**config.mk**
```make
export PLATFORM = sky130hd
export DESIGN_NAME = cardclk_gen
export DESIGN_NICKNAME = d
export VERILOG_FILES = /design/src/rtl/cardclk_pkg.sv /design/src/rtl/cardclk_ctrl_reg.sv /design/src/rtl/cardclk_gate.sv /design/src/rtl/cardclk_divider.sv /design/src/rtl/cardclk_gen.sv
export SDC_FILE = /design/constraint.sdc
export NUM_CORES = 1
export LEC_CHECK = 0
export BUFFER_PORTS_ARGS = -buffer_cell sky130_fd_sc_hd__buf_2
export CAP_MARGIN = 20
export CORE_MARGIN = 1
export CORE_UTILIZATION = 50
export DETAILED_ROUTE_END_ITERATION = 10
export PLACE_DENSITY_LB_ADDON = 0.15
export SLEW_MARGIN = 10
export SYNTH_ARGS = -nofsm -noshare
export SYNTH_HDL_FRONTEND = slang
export SYNTH_HIERARCHICAL = 1
export SYNTH_SLANG_ARGS = --single-unit
```
**constraint.sdc**
```tcl
create_clock -name clk -period 4.9 [get_ports clk]
set_clock_uncertainty 0.1 [all_clocks]
set_input_delay 0.49 -clock clk [delete_from_list [all_inputs] [get_ports clk]]
set_output_delay 0.49 -clock clk [all_outputs]
set_load 0.1 [all_outputs]
```
**src/rtl/cardclk_pkg.sv**
```systemverilog
package cardclk_pkg;
  parameter int DIV_W = 8;

  typedef struct packed {
    logic             wide;
    logic             psave;
    logic             byp;
    logic             en;
    logic [DIV_W-1:0] div;
  } ctrl_t;

  localparam int CTRL_W = $bits(ctrl_t);

  // length of one phase of the divided clock, in master cycles
  function automatic int unsigned phase_len(input logic [DIV_W-1:0] d);
    return int'(d) + 1;
  endfunction
endpackage

```
**src/rtl/cardclk_ctrl_reg.sv**
```systemverilog
module cardclk_ctrl_reg
  import cardclk_pkg::*;
(
  input  logic             clk,
  input  logic             rst_n,
  input  logic             wr_en,
  input  ctrl_t            wr_word,
  output ctrl_t            ctrl_q,
  output logic [DIV_W-1:0] div_nxt
);
  ctrl_t ctrl_nxt;

  always_comb begin
    ctrl_nxt = wr_en ? wr_word : ctrl_q;
    div_nxt  = ctrl_nxt.div;
  end

  always_ff @(posedge clk or negedge rst_n) begin
    if (!rst_n) ctrl_q <= '0;
    else        ctrl_q <= ctrl_nxt;
  end
endmodule

```
**src/rtl/cardclk_gate.sv**
```systemverilog
module cardclk_gate
  import cardclk_pkg::*;
(
  input  ctrl_t ctrl_q,
  input  logic  cmd_busy,
  input  logic  dat_busy,
  output logic  run_div,
  output logic  byp_run
);
  logic bus_idle;
  logic idle_stop;

  always_comb begin
    bus_idle  = !cmd_busy && !dat_busy;
    idle_stop = ctrl_q.psave && bus_idle;
    run_div   = ctrl_q.en && !ctrl_q.byp && !idle_stop;
    byp_run   = ctrl_q.en &&  ctrl_q.byp && !idle_stop;
  end
endmodule

```
**src/rtl/cardclk_divider.sv**
```systemverilog
module cardclk_divider #(
  parameter int DIV_W = 8
) (
  input  logic             clk,
  input  logic             rst_n,
  input  logic             run,
  input  logic [DIV_W-1:0] div_nxt,
  output logic             div_clk,
  output logic [DIV_W-1:0] div_lim,
  output logic             rise_evt
);
  logic [DIV_W-1:0] cnt;
  logic             hit;

  always_comb begin
    hit      = run && (cnt == div_lim);
    rise_evt = hit && !div_clk;
  end

  always_ff @(posedge clk or negedge rst_n) begin
    if (!rst_n) begin
      cnt     <= '0;
      div_clk <= 1'b0;
      div_lim <= '0;
    end else if (!run) begin
      cnt     <= '0;
      div_clk <= 1'b0;
      div_lim <= div_nxt;
    end else if (hit) begin
      cnt     <= '0;
      div_clk <= !div_clk;
      div_lim <= div_nxt;
    end else begin
      cnt     <= cnt + 1'b1;
    end
  end
endmodule

```
**src/rtl/cardclk_gen.sv**
```systemverilog
module cardclk_gen
  import cardclk_pkg::*;
(
  input  logic              clk,
  input  logic              rst_n,
  input  logic              wr_en,
  input  logic [CTRL_W-1:0] wr_data,
  input  logic              cmd_busy,
  input  logic              dat_busy,
  output logic              card_clk,
  output logic              clk_adv,
  output logic              wide_bus
);
  ctrl_t            ctrl_q;
  logic [DIV_W-1:0] div_nxt;
  logic [DIV_W-1:0] div_lim;
  logic             run_div;
  logic             byp_run;
  logic             div_clk;
  logic             rise_evt;
  logic             byp_gate;

  cardclk_ctrl_reg u_ctrl (
    .clk     (clk),
    .rst_n   (rst_n),
    .wr_en   (wr_en),
    .wr_word (ctrl_t'(wr_data)),
    .ctrl_q  (ctrl_q),
    .div_nxt (div_nxt)
  );

  cardclk_gate u_gate (
    .ctrl_q   (ctrl_q),
    .cmd_busy (cmd_busy),
    .dat_busy (dat_busy),
    .run_div  (run_div),
    .byp_run  (byp_run)
  );

  cardclk_divider #(.DIV_W(DIV_W)) u_div (
    .clk      (clk),
    .rst_n    (rst_n),
    .run      (run_div),
    .div_nxt  (div_nxt),
    .div_clk  (div_clk),
    .div_lim  (div_lim),
    .rise_evt (rise_evt)
  );

  always_ff @(posedge clk or negedge rst_n) begin
    if (!rst_n) begin
      byp_gate <= 1'b0;
      clk_adv  <= 1'b0;
    end else begin
      byp_gate <= byp_run;
      clk_adv  <= rise_evt || byp_run;
    end
  end

  assign card_clk = byp_gate ? clk : div_clk;
  assign wide_bus = ctrl_q.wide;
endmodule

```
==> impl_metrics.yaml <==
worst_setup_path:
  r2r_slack_ps: 2960
  timing.critical_path.to_type: "primary output"
  cp_max_fo: 2
  critical_path.reg2reg.endpoint: "u_div/div_lim[7]$_DFFE_PN0P_"
  worst_r2r_startpoint: "u_div/cnt[0]$_DFF_PN0_"
  worst_ep_required_time_ps: 4310
  reg2reg_depth: 4
  start_kind: "clock port"
  timing_worst_setup_path_type: "clock port to primary output"
  arrival_ps: 3210
pwr:
  totalPowerFinal_mw: 0.647
  cellLeakagePower_nw: 0.769
  power_density_mw_per_mm2: 396
  irDropWorstVdd_uv: 320
detailed_routing:
  drt_pass1_iterations: 3
  drt.antenna.violating_nets: 0
  routed_length_per_instance_um: 13.6
  via_per_inst: 5.18
  remaining_drc_errors: 0
  num_vias: 813
  detailedRoute.firstIterationViolations: 4
  routed_wl_mm: 2.13
grt:
  grt-ovfl-total: 0
  grt_antenna_before_repair: 0
  grt_first_pass_wirelength_mm: 3.51
  global_route.usage.total_pct: 18.7
  grt_max_degree: 32
  grt_pass1_vias: 865
synthesis:
  synth_edf_count: 0
  syn_inst: 98
  synth-seq-cells: 31
  post_synth_num_cell_types: 26
  post_synth.cell_area_avg_sq_um: 14.4
  cell_area_after_technology_mapping_sq_mm: 0.00141
  yosysWarningCount: 6
  net_count_of_the_mapped_netlist: 116
  synth_flop_cell: "sky130_fd_sc_hd__dfrtp_1"
  async_reset_ff_share_pct: 100
  synth_seq_area_share_pct: 55.0
floorplan:
  num_rows: 18
  core_sq_mm: 0.00257
  design.die.area_sq_mm: 0.00304
  die-width_um: 55.1
  initial_utilization_pct: 55.0
  chipHeight_um: 55.1
  ioPinCount: 20
timing:
  setup-violations-final: 0
  relSlewSlack_pct: 56.8
  maxSlewViolCount: 0
  tightestPinTransition_ps: 648
  totalNegativeSetupSlack_ps: 0
  report.final.hold_viol_count: 0
  finalHoldWorstSlack_ps: 182
  setup_repair_after_global_routing_missed_its_margin: "false"
  post-route-worst-setup-slack_ps: 1100
placed_design:
  dpl-instance-area_sq_mm: 0.00152
  portBuffers: 19
  placed_cells: 145
  place.detailed.hpwl_mm: 1.49
  gp_congestion: 0.787
  place_worst_setup_slack_ps: 1340
run:
  drv.max_cap_violation_count: 0
final_layout:
  diodes: 0
  filler_cell_count: 215
  finish.instance_area_sq_mm: 0.00164
  layout-drive-gt1-share_pct: 48.0
  post_layout_nonfiller_instances: 157
  area_growth_pct: 16.0
  layout.nets: 144
  final_design_utilization_pct: 63.7
status:
  run_status: "complete, no violations"
min_path:
  worst_hold_path.endpoint: "u_ctrl/ctrl_q[8]$_DFFE_PN0P_"
  timing.hold.worst.start: "wr_data[8]"
  min_path_cells: 2
  min_path_type: "input pin to register"
clocking:
  resize_count_post_cts: 0
  cts_tree: "yes"
  clock_insertion_delay_worst_skew_ps: 440
  clk_transition_reported_paths_ps: 90
[Yosys cell counts, drive strengths merged, types with 2 or more instances]
cell type  count  area [sq um]
xnor2         10          87.6
nor2           9          36.3
nand4          3          31.3
dfrtp         31           776
mux2          21           285
nand3          2          10.0
a21oi          2          13.8
nand2          2          7.51
and3           2          15.0
buf            2          26.3
o21ai          2          21.3
xor2           4          35.0
[kinds of logic (layout without fill, tap and decap cells)]
logic type | after synthesis | in the layout | share of synthesized area (%)
adder cells (fa/ha/maj) | 1 | 1 | 0.886
multiplexers | 21 | 21 | 20.2
flip-flops | 31 | 31 | 55.0
AND/OR/NAND/NOR | 23 | 23 | 10.1
AO/OA/AOI/OAI | 5 | 5 | 3.01
XOR/XNOR | 14 | 14 | 8.69
buffers and inverters | 3 | 32 | 2.13
[worst max path at each step]
stage	startpoint	endpoint	slack [ps]	depth (start not counted)
after global routing	clk	card_clk	1070	4
final	clk	card_clk	1100	4
after global placement	clk	card_clk	1340	2
after detailed placement	clk	card_clk	1340	2
after CTS	clk	card_clk	1090	4
after floorplan	clk	card_clk	1480	1
[layout by cell type (no fill, tap or decap), types with 2 or more instances in the layout]
master,synthesis,routed
sky130_fd_sc_hd__nor2_1,8,8
sky130_fd_sc_hd__nand3_1,2,2
sky130_fd_sc_hd__and3_2,2,2
sky130_fd_sc_hd__nand4_2,2,2
sky130_fd_sc_hd__xor2_1,4,4
sky130_fd_sc_hd__buf_2,0,19
sky130_fd_sc_hd__mux2_2,8,8
sky130_fd_sc_hd__nand2_1,2,2
sky130_fd_sc_hd__dfrtp_1,31,31
sky130_fd_sc_hd__clkbuf_4,0,8
sky130_fd_sc_hd__mux2_4,13,13
sky130_fd_sc_hd__xnor2_1,10,10
[state kept, by name (all words and copies together) (netlist names)]
register / flops
u_ctrl/ctrl_q: 12
u_div/cnt: 8
u_div/div_lim: 8
byp_gate: 1
clk_adv: 1
u_div/div_clk: 1
[what timing repair did]
item / CTS / global route
hold buffers: 1 / 0
hold endpoints to repair: 31 / 0
setup buffers: 0 / 0
[final cells by class]
class / count / area, sq um / share of cell area, %
Timing Repair Buffer: 19 / 100 / 6.12
Clock buffer: 10 / 78.8 / 4.82
Sequential cell: 31 / 776 / 47.4
Clock inverter: 2 / 35.0 / 2.14
Tap cell: 30 / 37.5 / 2.29
Multi-Input combinational cell: 64 / 606 / 37.0
Inverter: 1 / 3.75 / 0.229
[critical path, cell delays in order]
cell and delay, ps:
sky130_fd_sc_hd__clkbuf_4 110, sky130_fd_sc_hd__clkbuf_4 120, sky130_fd_sc_hd__mux2_4 240, sky130_fd_sc_hd__buf_2 290
[where the power goes]
part | switching (mW) | internal [mW] | leakage (nW)
registers | 0.0150 | 0.279 | 0.385
logic | 0.0450 | 0.0455 | 0.310
clock network | 0.110 | 0.152 | 0.0744
[metal layers]
| layer | vias to the layer above | GRT usage [%] | routed length [um] | share of wire (%) |
|---|---|---|---|---|
| met1 | 395 | 18.5 | 914 | 43 |
| li1 | 392 | - | - | - |
| met2 | 18 | 28.9 | 1050 | 49 |
| met5 | - | 0 | 0 | 0 |
| met4 | 0 | 16.3 | 62 | 2.9 |
| met3 | 8 | 9.29 | 106 | 5.0 |
Power figures use the tool's default switching activity.
